===== src/rtl/trk_cdu_pkg.sv =====
package trk_cdu_pkg;

   typedef enum logic [1:0] {
      PW_OFF,
      PW_ON,
      PW_SHORTED,
      PW_CLEARED
   } pwr_st_e;

   typedef enum logic [2:0] {
      CU_IDLE,
      CU_CHARGE,
      CU_READY,
      CU_FIRE,
      CU_RECHARGE
   } cdu_st_e;

   localparam logic [7:0] MSG_FAULT      = 8'h07;
   localparam logic [7:0] MSG_FIXED      = 8'h06;
   localparam logic [4:0] MSG_POINTED_HI = 5'b00100;
   localparam logic [4:0] MSG_CHARGED_HI = 5'b00101;

   typedef struct packed {
      logic fault;
      logic fixed;
      logic pointed;
      logic charged;
   } evt_t;

endpackage


===== src/rtl/trk_pwr_fsm.sv =====
module trk_pwr_fsm
   import trk_cdu_pkg::*;
(
   input  logic clk,
   input  logic rst_n,
   input  logic cmd_on_i,
   input  logic cmd_off_i,
   input  logic short_i,
   output logic pwr_on_o,
   output logic pwr_on_nxt_o,
   output logic lamp_o,
   output logic evt_fault_o,
   output logic evt_fixed_o
);

   pwr_st_e st_q, st_d;
   logic    on_acc;
   logic    lamp_q;

   always_comb begin
      st_d        = st_q;
      on_acc      = 1'b0;
      evt_fault_o = 1'b0;
      evt_fixed_o = 1'b0;
      if (cmd_off_i) begin
         st_d = PW_OFF;
      end else begin
         case (st_q)
            PW_OFF, PW_CLEARED: if (cmd_on_i) begin
               st_d   = PW_ON;
               on_acc = 1'b1;
            end
            PW_ON: if (short_i) begin
               st_d        = PW_SHORTED;
               evt_fault_o = 1'b1;
            end
            PW_SHORTED: if (!short_i) begin
               st_d        = PW_CLEARED;
               evt_fixed_o = 1'b1;
            end
            default: st_d = PW_OFF;
         endcase
      end
   end

   always_ff @(posedge clk or negedge rst_n) begin
      if (!rst_n) begin
         st_q   <= PW_OFF;
         lamp_q <= 1'b0;
      end else begin
         st_q <= st_d;
         if (evt_fault_o)  lamp_q <= 1'b1;
         else if (on_acc)  lamp_q <= 1'b0;
      end
   end

   assign pwr_on_o     = (st_q == PW_ON);
   assign pwr_on_nxt_o = (st_d == PW_ON);
   assign lamp_o       = lamp_q;

   // a short while powered leaves the powered state
   p_short_kills_r3: assert property (@(posedge clk) disable iff (!rst_n)
      (st_q == PW_ON && short_i) |=> (st_q != PW_ON));
   // no return to power straight from the shorted state
   p_no_auto_on_r4: assert property (@(posedge clk) disable iff (!rst_n)
      (st_q == PW_SHORTED) |=> (st_q != PW_ON));
   // off always lands in the unpowered state
   p_off_wins_r9: assert property (@(posedge clk) disable iff (!rst_n)
      cmd_off_i |=> (st_q == PW_OFF));
   // the lamp only goes dark through an on command
   p_lamp_hold_r11: assert property (@(posedge clk) disable iff (!rst_n)
      (lamp_q && !cmd_on_i) |=> lamp_q);

endmodule


===== src/rtl/trk_cdu_fsm.sv =====
module trk_cdu_fsm
   import trk_cdu_pkg::*;
#(
   parameter int NUM_POINTS = 6,
   parameter int IDX_W      = 3
) (
   input  logic                  clk,
   input  logic                  rst_n,
   input  logic                  en_i,
   input  logic                  fire_req_i,
   input  logic [IDX_W-1:0]      fire_idx_i,
   input  logic                  charged_i,
   input  logic                  motion_done_i,
   output logic                  cdu_en_o,
   output logic [NUM_POINTS-1:0] drv_o,
   output logic                  err_o,
   output logic                  evt_pointed_o,
   output logic                  evt_charged_o
);

   localparam int CMP_W = IDX_W + 1;

   cdu_st_e          st_q, st_d;
   logic [IDX_W-1:0] sel_q;
   logic             idx_ok;
   logic             accept;
   logic             err_q;

   generate
      if (NUM_POINTS == (1 << IDX_W)) begin : g_full_range
         assign idx_ok = 1'b1;
      end else begin : g_range_chk
         assign idx_ok = ({1'b0, fire_idx_i} < CMP_W'(NUM_POINTS));
      end
   endgenerate

   always_comb begin
      st_d          = st_q;
      accept        = 1'b0;
      evt_pointed_o = 1'b0;
      evt_charged_o = 1'b0;
      if (!en_i) begin
         st_d = CU_IDLE;
      end else begin
         case (st_q)
            CU_IDLE:   st_d = CU_CHARGE;
            CU_CHARGE, CU_RECHARGE: if (charged_i) begin
               st_d          = CU_READY;
               evt_charged_o = 1'b1;
            end
            CU_READY: if (fire_req_i && idx_ok) begin
               st_d   = CU_FIRE;
               accept = 1'b1;
            end
            CU_FIRE: if (motion_done_i) begin
               st_d          = CU_RECHARGE;
               evt_pointed_o = 1'b1;
            end
            default: st_d = CU_IDLE;
         endcase
      end
   end

   always_ff @(posedge clk or negedge rst_n) begin
      if (!rst_n) begin
         st_q  <= CU_IDLE;
         sel_q <= '0;
         err_q <= 1'b0;
      end else begin
         st_q  <= st_d;
         err_q <= fire_req_i && !accept;
         if (accept) sel_q <= fire_idx_i;
      end
   end

   assign cdu_en_o = (st_q != CU_IDLE);
   assign err_o    = err_q;

   generate
      for (genvar i = 0; i < NUM_POINTS; i++) begin : g_drv
         assign drv_o[i] = (st_q == CU_FIRE) && (sel_q == IDX_W'(i));
      end
   endgenerate

   // a request while charging leaves the unit charging
   p_ignore_req_r8: assert property (@(posedge clk) disable iff (!rst_n)
      (en_i && st_q == CU_CHARGE && !charged_i) |=> (st_q == CU_CHARGE));
   // the chosen point stays driven until motion ends
   p_fire_hold_r6: assert property (@(posedge clk) disable iff (!rst_n)
      (en_i && st_q == CU_FIRE && !motion_done_i) |=> (st_q == CU_FIRE && $stable(sel_q)));

endmodule


===== src/rtl/trk_stat_enc.sv =====
module trk_stat_enc
   import trk_cdu_pkg::*;
#(
   parameter int CDU_NUM = 0
) (
   input  logic       clk,
   input  logic       rst_n,
   input  evt_t       evt_i,
   output logic       vld_o,
   output logic [7:0] byte_o
);

   localparam logic [2:0] UNIT = 3'(CDU_NUM);

   logic [7:0] code;

   always_comb begin
      if (evt_i.fault)        code = MSG_FAULT;
      else if (evt_i.fixed)   code = MSG_FIXED;
      else if (evt_i.pointed) code = {MSG_POINTED_HI, UNIT};
      else if (evt_i.charged) code = {MSG_CHARGED_HI, UNIT};
      else                    code = 8'h00;
   end

   always_ff @(posedge clk or negedge rst_n) begin
      if (!rst_n) begin
         vld_o  <= 1'b0;
         byte_o <= 8'h00;
      end else begin
         vld_o  <= |evt_i;
         byte_o <= code;
      end
   end

   // the two state machines never report in the same cycle
   p_one_evt_r12: assert property (@(posedge clk) disable iff (!rst_n)
      $onehot0(evt_i));

endmodule


===== src/rtl/trk_pwr_cdu_ctrl.sv =====
module trk_pwr_cdu_ctrl
   import trk_cdu_pkg::*;
#(
   parameter int NUM_POINTS = 6,
   parameter int IDX_W      = (NUM_POINTS > 1) ? $clog2(NUM_POINTS) : 1,
   parameter int CDU_NUM    = 0
) (
   input  logic                  clk,
   input  logic                  rst_n,
   input  logic                  cmd_on_i,
   input  logic                  cmd_off_i,
   input  logic                  fire_req_i,
   input  logic [IDX_W-1:0]      fire_idx_i,
   input  logic                  short_i,
   input  logic                  charged_i,
   input  logic                  motion_done_i,
   output logic                  track_en_o,
   output logic                  cdu_en_o,
   output logic [NUM_POINTS-1:0] point_drv_o,
   output logic                  fault_lamp_o,
   output logic                  req_err_o,
   output logic                  stat_vld_o,
   output logic [7:0]            stat_byte_o
);

   generate
      if (NUM_POINTS < 1 || NUM_POINTS > 64) begin : g_bad_points
         $error("NUM_POINTS must lie in 1..64");
      end
      if ((1 << IDX_W) < NUM_POINTS) begin : g_bad_idx
         $error("IDX_W too narrow for NUM_POINTS");
      end
      if (CDU_NUM < 0 || CDU_NUM > 7) begin : g_bad_unit
         $error("CDU_NUM must fit in three bits");
      end
   endgenerate

   logic pwr_on_nxt;
   evt_t evt;

   trk_pwr_fsm u_pwr (
      .clk          (clk),
      .rst_n        (rst_n),
      .cmd_on_i     (cmd_on_i),
      .cmd_off_i    (cmd_off_i),
      .short_i      (short_i),
      .pwr_on_o     (track_en_o),
      .pwr_on_nxt_o (pwr_on_nxt),
      .lamp_o       (fault_lamp_o),
      .evt_fault_o  (evt.fault),
      .evt_fixed_o  (evt.fixed)
   );

   trk_cdu_fsm #(
      .NUM_POINTS (NUM_POINTS),
      .IDX_W      (IDX_W)
   ) u_cdu (
      .clk           (clk),
      .rst_n         (rst_n),
      .en_i          (pwr_on_nxt),
      .fire_req_i    (fire_req_i),
      .fire_idx_i    (fire_idx_i),
      .charged_i     (charged_i),
      .motion_done_i (motion_done_i),
      .cdu_en_o      (cdu_en_o),
      .drv_o         (point_drv_o),
      .err_o         (req_err_o),
      .evt_pointed_o (evt.pointed),
      .evt_charged_o (evt.charged)
   );

   trk_stat_enc #(
      .CDU_NUM (CDU_NUM)
   ) u_enc (
      .clk    (clk),
      .rst_n  (rst_n),
      .evt_i  (evt),
      .vld_o  (stat_vld_o),
      .byte_o (stat_byte_o)
   );

   // a drive is only ever live with track and unit powered
   p_drv_needs_power_r2: assert property (@(posedge clk) disable iff (!rst_n)
      (|point_drv_o) |-> (track_en_o && cdu_en_o));
   // never more than one point motor driven
   p_drv_onehot_r6: assert property (@(posedge clk) disable iff (!rst_n)
      $onehot0(point_drv_o));
   // off alongside a short never produces a fault report
   p_off_beats_short_r10: assert property (@(posedge clk) disable iff (!rst_n)
      (cmd_off_i && track_en_o && short_i) |=> !(stat_vld_o && stat_byte_o == MSG_FAULT));

endmodule


===== config.mk =====
export PLATFORM = sky130hd
export DESIGN_NAME = trk_pwr_cdu_ctrl
export DESIGN_NICKNAME = d
export VERILOG_FILES = /design/src/rtl/trk_cdu_pkg.sv /design/src/rtl/trk_pwr_fsm.sv /design/src/rtl/trk_cdu_fsm.sv /design/src/rtl/trk_stat_enc.sv /design/src/rtl/trk_pwr_cdu_ctrl.sv
export SDC_FILE = /design/constraint.sdc
export NUM_CORES = 1
export LEC_CHECK = 0
export ABC_AREA = 1
export BUFFER_PORTS_ARGS = -buffer_cell sky130_fd_sc_hd__clkbuf_2
export CAP_MARGIN = 15
export CORE_AREA = 2 2 51 53
export CTS_CLUSTER_DIAMETER = 50
export DETAILED_ROUTE_END_ITERATION = 10
export DIE_AREA = 0 0 53 55
export SYNTH_ARGS = -nofsm -noshare
export SYNTH_HDL_FRONTEND = slang
export SYNTH_SLANG_ARGS = --single-unit

===== constraint.sdc =====
create_clock -name clk -period 2.26 [get_ports clk]
set_clock_uncertainty 0.05 [all_clocks]
set_input_delay 0 -clock clk [delete_from_list [all_inputs] [get_ports clk]]
set_output_delay 0 -clock clk [all_outputs]
set_load 0.02 [all_outputs]

==> results.md, run 1 <==
- Run status: finished clean
- Die width: 53 um
- Initial Utilization: 38.7%
- Data arrival, critical path: 1830 ps
- Post-synth top area cell: dfrtp_1
- Die area: 2920 um2
- Clock Path Buffers: 2
- Pint: 0.000620 W
- Final Setup Violations: 0
- Worst min path class: in2reg
- Ports: 30
- Clock Power Share: 12.6%
- Worst-Skew Late Latency: 280 ps
- Most frequent cells in the layout: nand2_1, clkbuf_2, dfrtp_1, inv_1, nor2_1
- Layout cells sized above 1: 30.5%
- Logic pwr share: 51.2%
- Synthesized instance count: 119
- Pwr Density: 1020 nW/um2
- Num rows: 18
- Commonest non-fill, non-tap cell in the layout: nand2_1
- Slew Limit Fails: 0
- Fin util: 48.9%
- N_diodes: 0
- H-tree levels: 1
- # nets final: 168
- Period utilization: 74.0%
- Vias in the first global route: 810
- Worst setup SP type: register
- Via density: 4.58
- Postcts setup bufs: 0
- Crit Path Max Fanout: 7
- CP max-delay cell: dfrtp_1
- Placer Congestion: 0.775
- Hold slack: 10.4 ps
- Critical path type: reg2reg
- Clk root buf: clkbuf_4
- First-pass GRT wire length: 3480 um
- Largest net degree at the start of global routing: 16
- Core box area: 2360 um2
- Synth Cell Area: 915 um2
- CP cell instances: inv_1 > ha_1 > nor2_1 > nand3_1 > nand2_2 > inv_2 > nor2_8 > nand2_1 > nor2_1
- Period minus WS final: 1670 ps
- DRC viols: 0
- Yosys warning count: 0
- Area growth, synth to finish: 26.4%
- Cts repair resizes: 0
- Post-synthesis sequential area ratio: 41.0%
- Lkg Pwr: 0.634 nW
- Gr usage total: 16.6%
- Share of the synthesized area in the top cell type: 41.0%
- Crit end category: register
- Sw Share: 47.6%
- Vias: 843
- Final Hold Viols: 0
- Number of distinct library cells after synthesis: 22
- CTS tree: yes
- CP required: 2420 ps
- Largest cells by area after synthesis: dfrtp_1, nand2_1, inv_1, nand3_1, nand3_2
- Max VDD drop: 0.531 mV
- Grt total ovfl: 0
- Total CTS buffers: 3
- Net Sw Power: 0.000563 W
- Fmax: 598 MHz
- Initial antenna violation count: 0
- WL/cell: 10.2 um
- Number of synthesized register bits: 15
- Syn Area/Cell: 7.69 um2
- Reg power frac: 36.1%
- Clk slew on worst S/H paths: 90 ps
- Unrepaired setup endpoints after global routing: false
- Chip Height: 55 um
- Crit-path max cell delay: 390 ps
- DRT Pass-1 Iters: 4
- Initial DRC Count: 9
- Setup TNS Final: 0 ps
- Max cap viols: 0
- CP dominant cell by count: nor2_1
- FILL cells: 256
- Clk sinks: 15
- IO buf count: 26
- Pre-CTS setup slack: 603 ps
- Detailed Place HPWL: 1490 um
- Routed Antenna Nets: 0
- Setup ws final: 587 ps
- Routed WL: 1880 um
power by group through the flow:
stage | Clock [W] | Sequential (W) | Combinational (W)
floorplan | 0 | 0.000428 | 0.000483
global placement | 0 | 0.000433 | 0.000583
detailed placement | 0 | 0.000432 | 0.000595
CTS | 0.000160 | 0.000428 | 0.000611
global route | 0.000174 | 0.000442 | 0.000705
finish | 0.000149 | 0.000428 | 0.000606
logic make-up after synthesis:
logic type	synth area share, %
other cells	0.410
simple gates	36.8
buf+inv	12.7
fa+ha+maj	2.74
flops	41.0
compound gates	6.29
through the flow:
| step | std cells | area, um2 | total power, W |
|---|---|---|---|
| final | 184 | 1160 | 0.00118 |
| after global routing | 184 | 1160 | 0.00132 |
| after CTS | 184 | 1160 | 0.00120 |
| after detailed placement | 172 | 1050 | 0.00103 |
| after global placement | 172 | 1050 | 0.00102 |
| after floorplan | 121 | 922 | 0.000911 |
routing by layer:
metal	global-route usage [%]	part of all wire, %
met1	19.4	41
met2	30.0	54
met3	5.65	4.4
met4	2.56	0
met5	0	0
path summary, 6_finish.rpt:
check / startpoint / end / slack (ps) / cells after the start
setup reg to reg: u_pwr.st_q[0] / u_enc.byte_o[3] / 590 / 9
min in group asynchronous: rst_n / u_cdu.sel_q[1] / 100 / 2
max in group asynchronous: rst_n / u_cdu.err_o / 1790 / 2
hold / removal: cmd_on_i / u_pwr.lamp_o / 10 / 4
hold reg to reg: u_cdu.sel_q[1] / u_cdu.sel_q[1] / 460 / 2
setup / recovery: u_pwr.st_q[0] / u_enc.byte_o[3] / 590 / 9
critical path: cells and delay by family (launching register included):
family                   cells  cell delay (ps)
adder cells (fa/ha/maj)      1              340
AND/OR/NAND/NOR              6              690
flip-flops                   1              390
buffers and inverters        2              130
sequential cells by signal, indices dropped and copies added, names as in the netlist:
signal	flops
u_pwr.st_q	2
u_cdu.err_o	1
u_cdu.st_q	3
u_cdu.sel_q	3
u_enc.byte_o	4
u_pwr.lamp_o	1
u_enc.vld_o	1
Yosys cell counts:
library cell,instances
nor2_8,1
a21oi_1,5
o21ai_0,3
nand4_1,3
o21ai_2,1
buf_6,1
a21oi_2,1
ha_1,2
conb_1,1
nand3_2,4
inv_1,14
buf_4,4
nand3_1,8
nand2_2,2
and2_1,1
inv_2,6
nand2_1,29
nor3_1,6
dfrtp_1,15
nor2_2,1
nor2_1,10
nor3_4,1
cell type report:
class                           count  area (um2)  area share (%)
Multi-Input combinational cell     81         430            37.2
Sequential cell                    15         375            32.5
Timing Repair Buffer               34         210            18.2
Inverter                           20        75.1            6.49
Tap cell                           30        37.5            3.25
Clock buffer                        3        22.5            1.95
Clock inverter                      1        5.00           0.433
what timing repair did:
item,in CTS,in global routing
endpoints found under the hold margin,22,0
hold buffers,8,0
endpoints found under the setup margin,0,0
No activity file was read; power rests on OpenSTA's default activity.
==> run 2, diff against run 1 <==
- ABC_AREA: 1 -> 0
- CORE_AREA: 2 2 51 53 -> 2 2 49 51
- DIE_AREA: 0 0 53 55 -> 0 0 51 53
- PLACE_DENSITY: not set -> 0.65
- clock period: 2.26 -> 1.7 ns (I/O delays scaled with it)
==> run 2 against run 1 <==
The flow now finishes with violations (negative setup slack). First-iteration DRC count fell by 11%. Maximum frequency fell by 21%. Total power shrank 28%. Final cell count fell by 16%. Synthesized cell count down 33%. Routed wire length down 7.2%. Setup slack got worse by 1000 ps. Critical path type unchanged.
==> results.md, run 2 <==
- Core box area: 2150 um2 (-9.2%)
- Period utilization: 125% (+51 points)
- FILL cells: 214 (-16%)
- Largest cells by area after synthesis: dfrtp_1, buf_4, a2111oi_4, a221oi_4, nor2_1
- Crit-path max cell delay: 400 ps (about the same)
- Worst-Skew Late Latency: 290 ps (about the same)
- Num rows: 17 (-1)
- Setup ws final: -422 ps (-1010 ps)
- Syn Area/Cell: 10.5 um2 (+37%)
- Layout cells sized above 1: 42.5% (+12 points)
- Primary FF master, synth: dfrtp_1
- Hold slack: 52.1 ps (+41.7 ps)
- Placer Congestion: 0.741 (-4.4%)
- Clock Path Buffers: 2 (unchanged)
- Max VDD drop: 0.399 mV (-25%)
- Commonest non-fill, non-tap cell in the layout: clkbuf_2
- Ports: 30 (unchanged)
- Fmax: 471 MHz (-21%)
- Total CTS buffers: 3 (unchanged)
- Number of distinct library cells after synthesis: 33 (+50%)
- Die width: 51 um (-3.8%)
- Crit Path Max Fanout: 4 (-3)
- DRC viols: 0 (unchanged)
- Commonest cells in the synthesized netlist: dfrtp_1, nor2_1, nand2_1
- Lkg Pwr: 0.582 nW (-8.2%)
- EDFF count, synth: 0 (unchanged)
- CTS tree: yes
- Most common cell in the netlist: dfrtp_1
- Data arrival, critical path: 2250 ps (+420 ps)
- Post-synthesis sequential area ratio: 44.6% (+3.5 points)
- Routed Antenna Nets: 0 (unchanged)
- Vias in the first global route: 744 (-8.1%)
- CP Buf/Inv Count: 1 (-1)
- Final Hold Viols: 0 (unchanged)
- Max cap viols: 0 (unchanged)
- Gr usage total: 15.3% (-1.2 points)
- Violated checks: negative setup slack
- IO buf count: 26 (unchanged)
- Largest net degree at the start of global routing: 16 (unchanged)
- Initial antenna violation count: 0 (unchanged)
- CP delay by family, top: simple AND/OR/NAND/NOR gates
- Fin area: 1230 um2 (+6.2%)
- Pwr Density: 693 nW/um2 (-32%)
- Pwr Total: 0.000851 W (-28%)
- CP required: 1820 ps (-600 ps)
- Biggest register: u_enc.byte_o
- CP cell instances: inv_2 > ha_4 > or3b_4 > a221oi_4 > nor3b_4 > mux2_4
- Worst setup SP type: register
- Slew Limit Fails: 0 (unchanged)
- # nets final: 141 (-16%)
- Asr flop ratio synth: 100% (unchanged)
- Most frequent cells in the layout: clkbuf_2, dfrtp_1, dlygate4sd3_1, buf_4, nor2_1
- Pre-CTS setup slack: -426 ps (-1030 ps)
- Clk root buf: clkbuf_4
- DRT Pass-1 Iters: 4 (unchanged)
- Clk slew on worst S/H paths: 90 ps (about the same)
- N_diodes: 0 (unchanged)
- Unrepaired setup endpoints after global routing: true
- Synth Cell Area: 842 um2 (-7.9%)
- WL/cell: 11.3 um (+10%)
- Yosys warning count: 0 (unchanged)
- CP max-delay cell: dfrtp_1
- Number of synthesized register bits: 15 (unchanged)
- Max reg flops: 4 (unchanged)
- Run status: finished, violations left
- Clk sinks: 15 (unchanged)
- Dpl cell area: 1070 um2 (+1.9%)
- H-tree levels: 1 (unchanged)
- Crit end category: register
- Worst min path class: in2reg
- Die area: 2700 um2 (-7.3%)
- Vias: 759 (-10%)
- Grt total ovfl: 0 (unchanged)
- Share of the synthesized area in the top cell type: 44.6% (+3.5 points)
- Period minus WS final: 2120 ps (+449 ps)
- Routed WL: 1740 um (-7.2%)
- Post-synth top area cell: dfrtp_1
- Via density: 4.90 (+6.9%)
- Area growth, synth to finish: 45.8%
- Initial DRC Count: 8 (-1)
- Chip Height: 53 um (-3.6%)
- Critical path type: reg2reg
- Final Setup Violations: 10 (+10)
- Top Registers: u_enc.byte_o (4), u_cdu.sel_q (3), u_cdu.st_q (3)
- Synthesized instance count: 80 (-33%)
- First-pass GRT wire length: 3130 um (-10%)
- Initial Utilization: 39.2% (+0.52 points)
- Detailed Place HPWL: 1380 um (-7.4%)
-- run 2: cell types whose count changed in the layout (fill, tap and decap cells not counted), moves of 4 or more --
cell / previous run / this run
nand3_2: 4 / 0
inv_2: 6 / 1
nand2_1: 29 / 6
inv_1: 14 / 3
buf_4: 0 / 10
nand3_1: 8 / 0
nor3_1: 6 / 2
-- run 2: stage by stage --
stage	TNS [ps]	utilization, %	cells
after floorplan	-1880	-	82
after global placement	-2500	49.7	141
after detailed placement	-3060	49.7	141
after CTS	-2150	56.4	155
after global routing	-3000	57.1	155
final	-2020	57.1	155
-- run 2: worst min-delay path, delay by kind of cell --
kind,cells,cell delay (ps)
buffers and inverters,1,120
AO/OA/AOI/OAI,1,110
AND/OR/NAND/NOR,1,100
-- run 2: kinds of logic after synthesis --
kind of cell    count (synthesis)  share of synthesized area (%)
simple gates                   34                           23.9
compound gates                 15                           17.2
flops                          15                           44.6
buf+inv                         9                           5.79
mux                             3                           4.01
fa+ha+maj                       2                           2.97
other cells                     1                          0.445
xor+xnor                        1                           1.04
-- run 2: metal layers --
layer	part of all wire, %	routed length, um	up-vias	track usage, %
met5	0	0	-	0
met4	1.3	23	0	6.76
met3	3.4	59	3	2.54
met2	51	892	16	27.7
met1	44	768	370	17.8
li1	-	-	370	-
-- run 2: where the power goes --
| group | total (W) | leakage [nW] | internal (W) | switching, W |
|---|---|---|---|---|
| Sequential | 0.000399 | 0.203 | 0.000382 | 0.0000169 |
| Clock | 0.000205 | 0.0177 | 0.0000875 | 0.000117 |
| Combinational | 0.000247 | 0.361 | 0.000113 | 0.000134 |
| Total | 0.000851 | 0.582 | 0.000582 | 0.000268 |
-- run 2: path summary, 6_finish.rpt --
kind                                from         endpoint  slack [ps]  cells after the start
min                              short_i  u_enc.byte_o[2]          50                      3
min reg2reg                 u_pwr.lamp_o     u_pwr.lamp_o         480                      2
min in group asynchronous          rst_n    u_cdu.st_q[1]          90                      2
max reg2reg                u_pwr.st_q[0]   u_cdu.sel_q[1]        -420                      6
max                        u_pwr.st_q[0]   u_cdu.sel_q[1]        -420                      6
max in group asynchronous          rst_n    u_pwr.st_q[1]        1240                      2
-- run 2: layout make-up --
type	count	area, um2	share of cell area [%]
tap	28	35.0	2.85
clock buffer	3	22.5	1.83
inverter	4	15.0	1.22
clock inverter	1	5.00	0.408
multi-input combinational	58	469	38.2
timing repair buffer	46	305	24.9
sequential	15	375	30.6
-- run 2: repair_timing --
action | 4_1_cts | 5_1_grt
hold buffers | 10 | 0
endpoints found under the setup margin | 10 | 12
hold endpoints to repair | 23 | 0
pin swaps | 2 | 0
gates resized for setup | 4 | 4
buffers inserted | 1 | 0
==> run 3, diff against run 2 <==
- CORE_AREA: 2 2 49 51 -> 3 3 50 52
- DIE_AREA: 0 0 51 53 -> 0 0 53 55
==> run 3 against run 2 <==
The flow still finishes with violations (negative setup slack). Hold slack better by 43 ps. Die area increased by 7.8%. Maximum frequency decreased by 0.61%. Global-route usage fell by 1.6 points. Critical endpoint unchanged. Largest power group unchanged.
==> results.md, run 3 (synthesis results as in run 2) <==
- Initial Utilization: 39.2% (unchanged)
- # nets final: 141 (unchanged)
- Ports: 30 (unchanged)
- Total CTS buffers: 3 (unchanged)
- Pint: 0.000587 W (+0.84%)
- Initial DRC Count: 7 (-1)
- Crit Path Max Fanout: 4 (unchanged)
- Critical path type: reg2reg
- Run status: finished, violations left
- WL/cell: 11.5 um (+1.8%)
- Vias in the first global route: 680 (-8.6%)
- Net Sw Power: 0.000261 W (-2.7%)
- Grt total ovfl: 0 (unchanged)
- Biggest register: u_enc.byte_o
- Routed WL: 1780 um (+1.8%)
- Gr usage total: 13.7% (-1.6 points)
- Data arrival, critical path: 2250 ps (about the same)
- Sw Share: 30.7% (-0.77 points)
- Logic pwr share: 30.3% (+1.2 points)
- Via density: 4.85 (-0.92%)
- Largest net degree at the start of global routing: 16 (unchanged)
- Detailed Place HPWL: 1330 um (-3.3%)
- CP max-delay cell: dfrtp_1
- Area growth, synth to finish: 47.4%
- CP required: 1810 ps (about the same)
- Worst r2r src: u_pwr.st_q[0]
- Clk slew on worst S/H paths: 90 ps (about the same)
- Max VDD drop: 0.562 mV (+41%)
- Worst-Skew Late Latency: 270 ps (-20 ps)
- Crit-path max cell delay: 400 ps (about the same)
- CP Launch Point: u_pwr.st_q[0]
- FILL cells: 208 (-2.8%)
- H-tree levels: 1 (unchanged)
- Max reg flops: 4 (unchanged)
- Chip Height: 55 um (+3.8%)
- CP delay by family, top: simple AND/OR/NAND/NOR gates
- Vias: 752 (-0.92%)
- Slew Limit Fails: 0 (unchanged)
- Area occupied by multi-input gates: 479 um2 (+2.1%)
- Layout cells sized above 1: 44.9% (+2.4 points)
- IO buf count: 26 (unchanged)
- Commonest non-fill, non-tap cell in the layout: clkbuf_2
- Worst setup SP type: register
- Clk sinks: 15 (unchanged)
- Violated checks: negative setup slack
- DRT Pass-1 Iters: 4 (unchanged)
- CTS tree: yes
- HP Start: short_i
- CP Buf/Inv Count: 1 (unchanged)
- First-pass GRT wire length: 2840 um (-9.3%)
- Worst min path class: in2reg
- Unrepaired setup endpoints after global routing: true
- Fin util: 57.8% (+0.64 points)
- Lkg Pwr: 0.584 nW (+0.22%)
- Clock Power Share: 22.8% (-1.3 points)
- Top Registers: u_enc.byte_o (4), u_cdu.sel_q (3), u_cdu.st_q (3)
- Fin cells: 155 (unchanged)
- Hold slack: 95.4 ps (+43.3 ps)
- Pwr Density: 683 nW/um2 (-1.4%)
- Setup ws final: -435 ps (-13.1 ps)
- Crit end category: register
- Final Hold Viols: 0 (unchanged)
- Core box area: 2150 um2 (unchanged)
- Final Setup Violations: 10 (unchanged)
- Max cap viols: 0 (unchanged)
- Period utilization: 126% (+0.77 points)
- Die area: 2920 um2 (+7.8%)
- Die width: 53 um (+3.9%)
- Initial antenna violation count: 0 (unchanged)
- Placed cell count: 139 (-1.4%)
- Routed Antenna Nets: 0 (unchanged)
- Register area: 375 um2 (unchanged)
- Num rows: 17 (unchanged)
- Period minus WS final: 2140 ps (+13.1 ps)
- Setup TNS Final: -2440 ps (-421 ps)
- Clk root buf: clkbuf_4
- Fmax: 468 MHz (-0.61%)
- Reg power frac: 46.9% (about the same)
- Clock Path Buffers: 2 (unchanged)
- N_diodes: 0 (unchanged)
- Placer Congestion: 0.756 (+2.1%)
- Most frequent cells in the layout: clkbuf_2, dfrtp_1, dlygate4sd3_1, buf_4, nand2_1
- DRC viols: 0 (unchanged)
- CP cell instances: inv_2 > ha_4 > or3b_4 > a221oi_4 > nor3b_4 > mux2_4
- Pwr Total: 0.000848 W (-0.29%)
[run 3: metrics by stage]
step	instance area, um2	setup slack (ps)
finish	1240	-435
global route	1240	-507
CTS	1200	-478
detailed placement	1050	-469
global placement	1050	-376
floorplan	862	-379
[run 3: worst paths after layout]
kind / endpoint / slack [ps] / depth (start not counted)
max: u_cdu.sel_q[1] / -440 / 6
min: u_enc.byte_o[2] / 100 / 3
max reg2reg: u_cdu.sel_q[1] / -440 / 6
min reg2reg: u_pwr.lamp_o / 460 / 2
max in group asynchronous: u_cdu.st_q[0] / 1230 / 2
min in group asynchronous: u_enc.byte_o[2] / 110 / 2
[run 3: timing repair]
| item | CTS | global route |
|---|---|---|
| endpoints found under the hold margin | 23 | 0 |
| resized for setup | 2 | 10 |
| cloned | 0 | 0 |
| hold buffers | 10 | 0 |
| pin swaps | 2 | 7 |
| buffers inserted | 1 | 1 |
| endpoints found under the setup margin | 10 | 12 |
[run 3: area by class of cell]
| type | count | share of cell area (%) |
|---|---|---|
| multi-input combinational | 58 | 38.6 |
| sequential | 15 | 30.2 |
| timing repair buffer | 46 | 24.9 |
| tap | 28 | 2.82 |
| clock buffer | 3 | 1.81 |
| inverter | 4 | 1.21 |
| clock inverter | 1 | 0.403 |
[run 3: metal layers]
metal  vias up  routed length (um)  track usage [%]
met3         2                  60             3.22
met1       364                 761             16.1
met2        13                 933             23.8
li1        373                   -                -
met4         0                  19             6.38
met5         -                   0                0
[run 3: power groups by stage]
stage / Clock, W / Combinational [W] / Sequential (W)
after floorplan: 0 / 0.000129 / 0.000418
after global placement: 0 / 0.000211 / 0.000403
after detailed placement: 0 / 0.000215 / 0.000405
after CTS: 0.000200 / 0.000243 / 0.000398
after global routing: 0.000221 / 0.000282 / 0.000402
final: 0.000194 / 0.000257 / 0.000398
[run 3: worst min-delay path: stages]
cell and delay (ps):
clkbuf_2 120, or2b_1 100, a21oi_1 130
